**src/rtl/sint_pkg.sv**
```systemverilog
package sint_pkg;

    parameter int unsigned SI_WIDTH = 17;
    parameter int unsigned LVL_LO   = 1;
    parameter int unsigned LVL_HI   = 15;
    localparam int unsigned LVL_W   = $clog2(LVL_HI + 1);
    localparam int unsigned ADDR_W  = 2;

    typedef enum logic [1:0] {
        FLT_NONE    = 2'd0,
        FLT_PRIV    = 2'd1,
        FLT_ILLEGAL = 2'd2
    } fault_e;

    typedef enum logic [1:0] {
        SLOT_DIRECT = 2'd0,
        SLOT_CLEAR  = 2'd1,
        SLOT_SET    = 2'd2
    } slot_e;

    typedef struct packed {
        logic   wr_ok;
        logic   rd_ok;
        slot_e  slot;
        fault_e fault;
    } acc_op_t;

    // Highest set index within [LVL_HI:LVL_LO], zero when none.
    function automatic logic [LVL_W-1:0] si_level(input logic [SI_WIDTH-1:0] v);
        logic [LVL_W-1:0] r;
        r = '0;
        for (int i = LVL_LO; i <= LVL_HI; i++) begin
            if (v[i]) r = LVL_W'(i);
        end
        return r;
    endfunction

endpackage

```
**src/rtl/sint_decode.sv**
```systemverilog
module sint_decode
    import sint_pkg::*;
#(
    parameter int unsigned AW = ADDR_W
) (
    input  logic          wr,
    input  logic          rd,
    input  logic          priv,
    input  logic [AW-1:0] addr,
    output acc_op_t       op
);
    localparam int unsigned NUM_SLOTS = 3;

    always_comb begin
        op       = '0;
        op.slot  = SLOT_DIRECT;
        op.fault = FLT_NONE;
        if (wr || rd) begin
            if (!priv) begin
                op.fault = FLT_PRIV;
            end else if (int'(addr) >= NUM_SLOTS) begin
                op.fault = FLT_ILLEGAL;
            end else begin
                op.wr_ok = wr;
                op.rd_ok = rd;
                op.slot  = slot_e'(addr[1:0]);
            end
        end
    end

endmodule

```
**src/rtl/sint_update.sv**
```systemverilog
module sint_update
    import sint_pkg::*;
#(
    parameter int unsigned W = SI_WIDTH
) (
    input  logic [W-1:0] cur,
    input  logic [W-1:0] wdata,
    input  acc_op_t      op,
    output logic [W-1:0] nxt
);
    always_comb begin
        nxt = cur;
        if (op.wr_ok) begin
            unique case (op.slot)
                SLOT_DIRECT: nxt = wdata;
                SLOT_CLEAR:  nxt = cur & ~wdata;
                SLOT_SET:    nxt = cur | wdata;
                default:     nxt = cur;
            endcase
        end
    end

endmodule

```
**src/rtl/sint_level.sv**
```systemverilog
module sint_level #(
    parameter int unsigned LO = 1,
    parameter int unsigned HI = 15,
    parameter int unsigned LW = $clog2(HI + 1)
) (
    input  logic [HI:LO]  vec,
    output logic [LW-1:0] lvl
);
    logic [HI:LO]         hit;
    logic [HI:LO][LW-1:0] term;

    for (genvar i = LO; i <= HI; i++) begin : g_bit
        if (i == HI) begin : g_top
            assign hit[i] = vec[i];
        end else begin : g_low
            assign hit[i] = vec[i] & ~(|vec[HI:i+1]);
        end
        assign term[i] = hit[i] ? LW'(i) : '0;
    end

    always_comb begin
        lvl = '0;
        for (int j = LO; j <= HI; j++) begin
            lvl = lvl | term[j];
        end
    end

endmodule

```
**src/rtl/sint_pend_reg.sv**
```systemverilog
module sint_pend_reg
    import sint_pkg::*;
#(
    parameter int unsigned W  = SI_WIDTH,
    parameter int unsigned LO = LVL_LO,
    parameter int unsigned HI = LVL_HI,
    parameter int unsigned AW = ADDR_W
) (
    input  logic          clk,
    input  logic          rst,
    input  logic          acc_wr,
    input  logic          acc_rd,
    input  logic [AW-1:0] acc_addr,
    input  logic [W-1:0]  acc_wdata,
    input  logic          acc_priv,
    output logic [W-1:0]  acc_rdata,
    output logic [1:0]    acc_fault,
    output logic          recheck_o
);
    localparam int unsigned LW = $clog2(HI + 1);

    acc_op_t       op;
    logic [W-1:0]  pend_q;
    logic [W-1:0]  pend_d;
    logic [LW-1:0] lvl_old;
    logic [LW-1:0] lvl_new;

    sint_decode #(.AW(AW)) u_dec (
        .wr   (acc_wr),
        .rd   (acc_rd),
        .priv (acc_priv),
        .addr (acc_addr),
        .op   (op)
    );

    sint_update #(.W(W)) u_upd (
        .cur   (pend_q),
        .wdata (acc_wdata),
        .op    (op),
        .nxt   (pend_d)
    );

    sint_level #(.LO(LO), .HI(HI), .LW(LW)) u_lvl_old (
        .vec (pend_q[HI:LO]),
        .lvl (lvl_old)
    );

    sint_level #(.LO(LO), .HI(HI), .LW(LW)) u_lvl_new (
        .vec (pend_d[HI:LO]),
        .lvl (lvl_new)
    );

    always_ff @(posedge clk) begin
        if (rst) begin
            pend_q    <= '0;
            acc_rdata <= '0;
            acc_fault <= FLT_NONE;
            recheck_o <= 1'b0;
        end else begin
            pend_q    <= pend_d;
            acc_rdata <= op.rd_ok ? pend_q : '0;
            acc_fault <= op.fault;
            recheck_o <= op.wr_ok && (lvl_new > lvl_old);
        end
    end

endmodule

```
**config.mk**
```make
export PLATFORM = sky130hd
export DESIGN_NAME = sint_pend_reg
export DESIGN_NICKNAME = d
export VERILOG_FILES = /design/src/rtl/sint_pkg.sv /design/src/rtl/sint_decode.sv /design/src/rtl/sint_update.sv /design/src/rtl/sint_level.sv /design/src/rtl/sint_pend_reg.sv
export SDC_FILE = /design/constraint.sdc
export NUM_CORES = 1
export LEC_CHECK = 0
export CORE_ASPECT_RATIO = 1.75
export CORE_MARGIN = 3
export CORE_UTILIZATION = 45
export DETAILED_ROUTE_END_ITERATION = 16
export GPL_ROUTABILITY_DRIVEN = 0
export PLACE_DENSITY = 0.69
export SYNTH_ARGS = -nofsm -noshare
export SYNTH_HDL_FRONTEND = slang
export SYNTH_SLANG_ARGS = --single-unit
```
**constraint.sdc**
```tcl
create_clock -name clk -period 7.3 [get_ports clk]
set_clock_uncertainty 0.05 [all_clocks]
set_input_delay 1.46 -clock clk [delete_from_list [all_inputs] [get_ports clk]]
set_output_delay 1.46 -clock clk [all_outputs]
set_load 0.005 [all_outputs]
```
==> results by group, run 1 <==
Global route
  • Vias in the first global route: 1809
  • Pin count of the biggest net entering global routing: 22
  • Total Routing Usage GR: 19.5%
  • Initial antenna violation count: 0
  • Grt ovf: 0
  • First-pass GRT wire length: 8.25 mm

Power
  • Logic pwr share: 21.0%
  • Sw Pwr: 0.000125 W
  • Leak Pwr: 0.925 nW
  • Register share of total power: 47.9%
  • Clock network fraction of design power: 31.2%
  • Max VDD drop: 0.121 mV
  • Power Dens Cells: 177 mW/mm2
  • Sw Ratio: 28.3%
  • Cell internal pwr: 0.000316 W

Route
  • Vias: 1836
  • Post-Route WL: 4.85 mm
  • Wire per inst: 15.2 um
  • DRC viols: 0
  • Antenna Violating Nets Remaining: 0
  • Initial DRC Count: 44
  • Via density: 5.74
  • Drt pass-1 iters: 4

Yosys
  • Main combinational cell family by area after synthesis: simple AND/OR/NAND/NOR gates
  • Synth Cell Area: 0.00203 mm2
  • Post-Synth XOR/XNOR Area: 0%
  • Yosys top cell by area: dfxtp_1
  • Seq/Total Area, Yosys: 36.5%
  • Mux cell area share after synthesis: 0.988%
  • Adder-cell share of the synthesized area: 2.47%
  • Synth top cells by count: 37 x dfxtp_1, 21 x nand2_1, 19 x and2_1, 19 x nor2_1, 16 x a21oi_1
  • Synth Instances: 234
  • Synth area leaders: dfxtp_1 37%, and2_1 5.9%, a21oi_1 4.0%, nand2_1 3.9%, nor2_1 3.5%
  • Post-synth top area share: 36.5%
  • Synth Area in Simple Gates: 29.3%
  • Syn nets: 262
  • Synth unique cells: 56
  • Number of synthesized flops with an enable pin: 0
  • Ys async rst share: 0%
  • Most common cell in the netlist: dfxtp_1
  • FF+latch count, synth: 37
  • Synthesis Warnings: 0
  • Syn_area_per_cell: 8.66 um2
  • Top FF cell, synth: dfxtp_1
  • Compound-gate portion of the synthesized area: 23.5%

Clocking
  • Root Buffer Master: clkbuf_8
  • Clk sinks: 37
  • Worst-Skew Late Latency: 0.29 ns
  • CTS tree: yes
  • H-tree Lvls: 2
  • Setup Buffers After CTS: 0
  • Total CTS buffers: 5
  • Clock transition at path regs: 0.07 ns
  • Hold-fix buffers at CTS: 0
  • Clock Path Buffers: 2
  • Post-CTS sizing: 0

Die
  • Row count: 31
  • I/O pin cnt: 44
  • Die ar.: 0.00538 mm2
  • Core area: 0.00423 mm2
  • Initial Utilization: 47.9%
  • Chip Height: 94.8 um
  • Die width: 56.7 um

STA
  • Final worst slack: 2.80 ns
  • Fin crit period: 4.50 ns
  • Final setup viols: 0
  • Slew @ Worst Pin: 0.835 ns
  • RSZ-0062 raised after global routing: false
  • Period utilization: 61.6%
  • Post-route setup TNS: 0 ns
  • Final Hold Viols: 0
  • Max Freq: 222 MHz
  • Worst rel slew slack: 44.1%
  • Hold_ws: 0.409 ns
  • Fin. max-slew vios: 0

Worst setup path
  • Worst EP arrival: 4.58 ns
  • CP Launch Type: input port
  • Worst EP required: 7.39 ns
  • Crit end category: register
  • Crit Path Class: input port to register
  • Crit-path max FO: 17

Layout
  • Area grow syn2layout: 22.6%
  • Post-layout net count: 298
  • Share of cells above drive strength 1: 7.01%
  • Layout Cell Area excl Fill: 0.00248 mm2
  • Finished Layout Cells: 320
  • Number of diodes: 0

Placed design
  • Dpl ws: 2.56 ns
  • PortBufs: 43
  • Total placed cells including tap cells: 312
  • Dpl hpwl: 3.64 mm
  • Area of placed instances: 0.00240 mm2

Worst hold path
  • Worst Hold Class: register to register

Status
  • Status: complete, no violations

Job
  • Max_cap viols: 0
==> area by class of cell <==
class / instances / area (um2)
Fill cell: 407 / 1740
Clock buffer: 6 / 72.6
Inverter: 8 / 30.0
Clock inverter: 2 / 10.0
Multi-Input combinational cell: 175 / 1140
Tap cell: 49 / 61.3
Timing Repair Buffer: 43 / 430
Sequential cell: 37 / 741
==> power groups by stage <==
stage          Sequential [W]  Combinational [W]  Clock [W]
5_1_grt              0.000212           0.000102   0.000152
6_report             0.000211          0.0000924   0.000137
4_1_cts              0.000211          0.0000917   0.000142
2_1_floorplan        0.000214          0.0000638          0
3_3_place_gp         0.000215          0.0000895          0
3_5_place_dp         0.000216          0.0000914          0
==> path summary, 6_finish.rpt <==
| check | start | endpoint | slack [ns] | depth (start not counted) |
|---|---|---|---|---|
| max | acc_priv | recheck_o | 2.80 | 13 |
| min | pend_q[0] | acc_rdata[0] | 0.41 | 1 |
| max reg2reg | pend_q[14] | recheck_o | 4.59 | 9 |
| min reg2reg | pend_q[0] | acc_rdata[0] | 0.41 | 1 |
==> state kept, by name, summed over array words and instances, names as in the netlist <==
register,cells
recheck_o,1
pend_q,17
acc_fault,2
acc_rdata,17
==> metrics by stage <==
step | utilization, % | total power (W)
detailed placement | 56.8 | 0.000307
floorplan | - | 0.000278
finish | 58.8 | 0.000441
CTS | 58.8 | 0.000445
global placement | 56.8 | 0.000305
global route | 58.8 | 0.000467
==> routing by layer <==
layer	track usage, %	part of all wire [%]	vias up
li1	-	-	921
met1	22.1	41	851
met2	34.7	52	53
met3	3.01	4.5	11
met4	10.3	2.9	0
met5	0	0	-
==> cell families (layout without fill, tap and decap cells) <==
group | Yosys count | after routing
compound gates | 64 | 64
mux | 2 | 2
simple gates | 105 | 105
flops | 37 | 37
buf+inv | 22 | 59
fa+ha+maj | 4 | 4
==> cells in the final DEF, fill, tap and decap left out, drive strengths merged, types with 3 or more instances in the layout <==
master / count
clkdlybuf4s50: 43
dfxtp: 37
nand2: 22
nor2: 20
and2: 19
a21oi: 17
nand3: 15
o21ai: 13
inv: 8
nor2b: 7
clkbuf: 6
a311oi: 6
o21a: 5
nor3: 5
ha: 4
o211ai: 3
nand4b: 3
==> worst max-delay path, stage by stage <==
cell and delay, ns:
clkdlybuf4s50_1 0.66, and2_1 0.63, nand3_1 0.23, a21o_1 0.23, a211oi_2 0.29, a21oi_1 0.11, o21ai_1 0.15, ha_1 0.26
nor2b_1 0.13, o21ai_0 0.17, nand2b_1 0.08, a21oi_1 0.15, nor3_1 0.06
(Power assumes the default switching activity.)
==> run 2: changes to the inputs <==
--- a/config.mk
+++ b/config.mk
@@ -10,7 +10,7 @@
 export CORE_UTILIZATION = 45
 export DETAILED_ROUTE_END_ITERATION = 16
 export GPL_ROUTABILITY_DRIVEN = 0
-export PLACE_DENSITY = 0.69
+export PLACE_DENSITY = 0.72
 export SYNTH_ARGS = -nofsm -noshare
 export SYNTH_HDL_FRONTEND = slang
 export SYNTH_SLANG_ARGS = --single-unit
==> constraint.sdc (replaced) <==
create_clock -name clk -period 4 [get_ports clk]
set_clock_uncertainty 0.05 [all_clocks]
set_input_delay 0.8 -clock clk [delete_from_list [all_inputs] [get_ports clk]]
set_output_delay 0.8 -clock clk [all_outputs]
set_load 0.005 [all_outputs]
==> run 2 against run 1 <==
Compared with the run above: largest cell class unchanged; die area unchanged; critical path type unchanged; routed wire length increased by 0.76%; combinational power up 88%; register-to-register slack worse by 3.3 ns; global-route usage grew 0.089 points; largest power group unchanged.
==> results by group, run 2 (synthesis gave the netlist of run 1 again) <==
Worst setup path
  • Crit end category: register
  • CP Launch Type: input port
  • Worst reg2reg path endpoint: recheck_o
  • Reg-to-reg startpoint: pend_q[14]
  • FF-to-FF path depth: 9
  • Crit Path Class: input port to register
  • Crit-path max FO: 15
  • Worst EP required: 4.08 ns
  • Worst EP arrival: 3.77 ns
  • Reg2reg setup slack: 1.25 ns

Route
  • Post-Route WL: 4.89 mm
  • Via density: 5.67
  • Vias: 1850
  • Drt pass-1 iters: 4
  • Wire per inst: 15.0 um
  • Antenna Violating Nets Remaining: 0
  • Initial DRC Count: 40
  • DRC viols: 0

Layout
  • Post-layout net count: 304
  • Fillcell total: 409
  • Most common cell after layout, fill and taps aside: clkdlybuf4s50_1
  • Reg area: 741 um2
  • Area grow syn2layout: 24.8%
  • Layout Cell Area excl Fill: 0.00253 mm2
  • Share of cells above drive strength 1: 9.03%
  • Most frequent cells in the layout: 43 x clkdlybuf4s50_1, 37 x dfxtp_1, 21 x nand2_1
  • Biggest regs: acc_rdata: 17 flops, pend_q: 17 flops, acc_fault: 2 flops
  • Number of diodes: 0
  • Footprint of the multi-input gates: 0.00114 mm2

Clocking
  • Post-CTS sizing: 0
  • Clk sinks: 37
  • CTS tree: yes
  • H-tree Lvls: 2
  • Total CTS buffers: 5
  • Hold-fix buffers at CTS: 0
  • Worst-Skew Late Latency: 0.29 ns
  • Root Buffer Master: clkbuf_8
  • Clock transition at path regs: 0.07 ns
  • Setup Buffers After CTS: 0
  • Clock Path Buffers: 2

Global route
  • First-pass GRT wire length: 8.30 mm
  • Grt ovf: 0
  • Total Routing Usage GR: 19.6%
  • Initial antenna violation count: 0
  • Pin count of the biggest net entering global routing: 22
  • Vias in the first global route: 1772

Worst hold path
  • Hold path cells: 1
  • Hold path start: pend_q[16]
  • Worst Hold Class: register to register
  • WHS Endpoint: acc_rdata[16]

Die
  • Row count: 31
  • Die width: 56.7 um
  • Die ar.: 0.00538 mm2
  • Chip Height: 94.8 um
  • Core area: 0.00423 mm2
  • Initial Utilization: 47.9%
  • I/O pin cnt: 44

Power
  • Cell internal pwr: 0.000582 W
  • Clock network fraction of design power: 31.1%
  • Sw Ratio: 28.3%
  • Tot Pwr: 0.000811 W
  • Power Dens Cells: 321 mW/mm2
  • Register share of total power: 47.4%
  • Sw Pwr: 0.000230 W
  • Max VDD drop: 0.262 mV
  • Logic pwr share: 21.4%
  • Leak Pwr: 0.954 nW

Placed design
  • Area of placed instances: 0.00245 mm2
  • Dpl hpwl: 3.73 mm
  • PortBufs: 43

STA
  • Post-route setup TNS: 0 ns
  • Slew @ Worst Pin: 0.827 ns
  • Period utilization: 92.3%
  • Fin. max-slew vios: 0
  • Final Hold Viols: 0
  • Max Freq: 271 MHz
  • Final setup viols: 0
  • RSZ-0062 raised after global routing: false
  • Fin crit period: 3.69 ns
  • Worst rel slew slack: 44.7%

Status
  • Status: complete, no violations

Job
  • Max_cap viols: 0
[run 2: cell types whose count changed in the layout (fill, tap and decap cells not counted)]
cell | previous run | this run
buf_4 | 0 | 6
[run 2: layer usage]
layer,share of wire [%],GRT usage [%]
met1,40,22.1
met4,2.4,8.51
met2,53,36.0
met5,0,0
met3,5.2,2.87
[run 2: layout make-up]
class                      instances  share of cell area, %
clock inverter                     2                  0.396
multi-input combinational        175                   45.1
timing repair buffer              49                   18.8
clock buffer                       6                   2.87
sequential                        37                   29.3
tap                               49                   2.42
inverter                           8                   1.19
[run 2: per-stage QoR]
stage / utilization [%] / cells / hold WS (ns) / worst slack [ns]
5_1_grt: 59.8 / 326 / 0.452 / 0.00540
3_3_place_gp: 57.9 / 318 / 0.388 / 0.211
6_report: 59.8 / 326 / 0.417 / 0.308
4_1_cts: 59.8 / 326 / 0.420 / 0.356
3_5_place_dp: 57.9 / 318 / 0.404 / 0.106
2_1_floorplan: - / 234 / 0.379 / 1.01
[run 2: power by group through the flow]
stage,combinational [W],clock [W],sequential [W]
5_1_grt,0.000194,0.000277,0.000386
3_3_place_gp,0.000170,0,0.000393
3_5_place_dp,0.000173,0,0.000393
6_report,0.000174,0.000253,0.000385
4_1_cts,0.000174,0.000257,0.000385
2_1_floorplan,0.000116,0,0.000391
[run 2: how the worst max path moves through the flow]
stage	slack (ns)	to	from
floorplan	1.01	recheck_o	acc_wr
global placement	0.21	recheck_o	acc_wr
detailed placement	0.11	recheck_o	acc_wr
CTS	0.36	recheck_o	acc_wr
global route	0.005	recheck_o	acc_wr
finish	0.31	recheck_o	acc_wr
[run 2: critical path: stages]
cell,delay [ns]
clkdlybuf4s50_1,0.64
and2_1,0.53
nand3_1,0.23
a21o_1,0.24
a211oi_2,0.26
a21oi_1,0.11
o21ai_1,0.15
ha_1,0.26
nor2b_1,0.13
o21ai_0,0.15
nand2b_1,0.07
a21oi_1,0.14
nor3_1,0.06
==> run 3: changes to the inputs <==
--- a/config.mk
+++ b/config.mk
@@ -5,12 +5,15 @@
 export SDC_FILE = /design/constraint.sdc
 export NUM_CORES = 1
 export LEC_CHECK = 0
+export CELL_PAD_IN_SITES_DETAIL_PLACEMENT = 1
+export CELL_PAD_IN_SITES_GLOBAL_PLACEMENT = 1
 export CORE_ASPECT_RATIO = 1.75
 export CORE_MARGIN = 3
-export CORE_UTILIZATION = 45
+export CORE_UTILIZATION = 34
 export DETAILED_ROUTE_END_ITERATION = 16
 export GPL_ROUTABILITY_DRIVEN = 0
-export PLACE_DENSITY = 0.72
+export PLACE_DENSITY = 0.73
+export SLEW_MARGIN = 20
 export SYNTH_ARGS = -nofsm -noshare
 export SYNTH_HDL_FRONTEND = slang
 export SYNTH_SLANG_ARGS = --single-unit
==> run 3 against run 2 <==
Compared with the run above: utilization fell by 14 points; via count rose by 2.2%; total power rose by 0.91%; combinational power rose by 3%; critical path depth rose by 1; design area rose by 1.9%; flip-flop and latch count did not move; sequential power barely moved.
==> results by group, run 3 (synthesis gave the netlist of run 1 again) <==
Clocking
  • Setup Buffers After CTS: 0
  • H-tree Lvls: 2
  • Clock transition at path regs: 0.07 ns
  • Total CTS buffers: 5
  • Root Buffer Master: clkbuf_8
  • Post-CTS sizing: 0
  • Worst-Skew Late Latency: 0.29 ns
  • Clk sinks: 37
  • Clock Path Buffers: 2
  • Hold-fix buffers at CTS: 0
  • CTS tree: yes

Die
  • Die width: 64.4 um
  • Chip Height: 108 um
  • Row count: 36
  • Die ar.: 0.00696 mm2
  • I/O pin cnt: 44
  • Initial Utilization: 35.7%
  • Core area: 0.00568 mm2

STA
  • Slew @ Worst Pin: 0.496 ns
  • RSZ-0062 raised after global routing: false
  • Final setup viols: 0
  • Final Hold Viols: 0
  • Post-route setup TNS: 0 ns
  • Fin crit period: 3.59 ns
  • Max Freq: 278 MHz
  • Fin. max-slew vios: 0
  • Worst rel slew slack: 66.9%
  • Period utilization: 89.9%

Power
  • Clock network fraction of design power: 30.9%
  • Max VDD drop: 0.161 mV
  • Power Dens Cells: 318 mW/mm2
  • Cell internal pwr: 0.000583 W
  • Tot Pwr: 0.000819 W
  • Logic pwr share: 22.0%
  • Sw Pwr: 0.000236 W
  • Register share of total power: 47.1%
  • Sw Ratio: 28.8%
  • Leak Pwr: 0.963 nW

Placed design
  • PortBufs: 43
  • Dpl hpwl: 4.58 mm

Route
  • Antenna Violating Nets Remaining: 0
  • Vias: 1890
  • Post-Route WL: 5.82 mm
  • Initial DRC Count: 44
  • Wire per inst: 16.4 um
  • Via density: 5.32
  • DRC viols: 0
  • Drt pass-1 iters: 6

Global route
  • First-pass GRT wire length: 9.85 mm
  • Grt ovf: 0
  • Total Routing Usage GR: 18.2%
  • Met3 Use GR: 2.60%
  • Initial antenna violation count: 0
  • Global routing's busiest layer: met2
  • Pin count of the biggest net entering global routing: 22
  • Met2 Use GR: 33.7%
  • Met1 GRT Util: 20.5%
  • Vias in the first global route: 1929

Layout
  • Most common cell after layout, fill and taps aside: clkdlybuf4s50_1
  • Area grow syn2layout: 27.2%
  • Share of cells above drive strength 1: 9.68%
  • Post-layout net count: 306
  • Biggest regs: acc_rdata: 17 flops, pend_q: 17 flops, acc_fault: 2 flops
  • Number of diodes: 0
  • Most frequent cells in the layout: 43 x clkdlybuf4s50_1, 37 x dfxtp_1, 21 x nand2_1

Worst setup path
  • Crit Path Class: input port to register
  • Worst EP required: 4.12 ns
  • Worst EP arrival: 3.71 ns
  • Crit-path max FO: 14
  • Crit end category: register
  • FF-to-FF path depth: 9
  • CP Launch Type: input port

Status
  • Status: complete, no violations

Job
  • Max_cap viols: 0

Worst hold path
  • Hold path cells: 1
  • Worst Hold Class: register to register
## run 3: cell count changes in the layout (fill, tap and decap cells not counted)
| cell | delta |
|---|---|
| buf_4 | +2 |
## run 3: path summary, 6_finish.rpt
| path | startpoint | endpoint | slack, ns |
|---|---|---|---|
| worst min-delay path | pend_q[16] | acc_rdata[16] | 0.41 |
| worst min register to register | pend_q[16] | acc_rdata[16] | 0.41 |
| worst max-delay path | acc_priv | recheck_o | 0.41 |
| worst max register to register | pend_q[14] | recheck_o | 1.28 |
## run 3: area by class of cell
class	instances	area, um2
fillers	707	3100
multi-input cells	175	1140
flip-flops and latches	37	741
repair buffers	51	490
well taps	76	95.1
clock buffers	6	72.6
inverters	8	30.0
clock inverters	2	10.0
## run 3: metal layers
layer,routed length [um],vias to the layer above
li1,-,929
met4,125,0
met2,3170,52
met3,208,8
met5,0,-
met1,2320,901
## run 3: worst max-delay path, stage by stage
cell and delay [ns]:
clkdlybuf4s50_1 0.67, and2_1 0.27, buf_4 0.25, nand3_1 0.15
a22oi_1 0.26, o221ai_1 0.18, a21oi_1 0.19, o21ai_1 0.09
ha_1 0.32, nor2b_1 0.13, o21ai_0 0.14, nand2b_1 0.07
a21oi_1 0.14, nor3_1 0.05
## run 3: stage by stage
stage / hold slack [ns] / std cells / setup slack, ns / area (um2) / util [%]
floorplan: 0.379 / 234 / 1.01 / 2030 / -
global placement: 0.389 / 347 / 0.239 / 2500 / 44.0
detailed placement: 0.402 / 347 / 0.148 / 2500 / 44.0
CTS: 0.420 / 355 / 0.466 / 2580 / 45.4
global route: 0.448 / 355 / 0.178 / 2580 / 45.4
finish: 0.414 / 355 / 0.406 / 2580 / 45.4
## run 3: power groups by stage
stage | clock network, W | logic (W) | registers [W]
after floorplan | 0 | 0.000116 | 0.000391
after global placement | 0 | 0.000176 | 0.000394
after detailed placement | 0 | 0.000179 | 0.000394
after CTS | 0.000259 | 0.000180 | 0.000386
after global routing | 0.000282 | 0.000203 | 0.000387
final | 0.000253 | 0.000180 | 0.000386
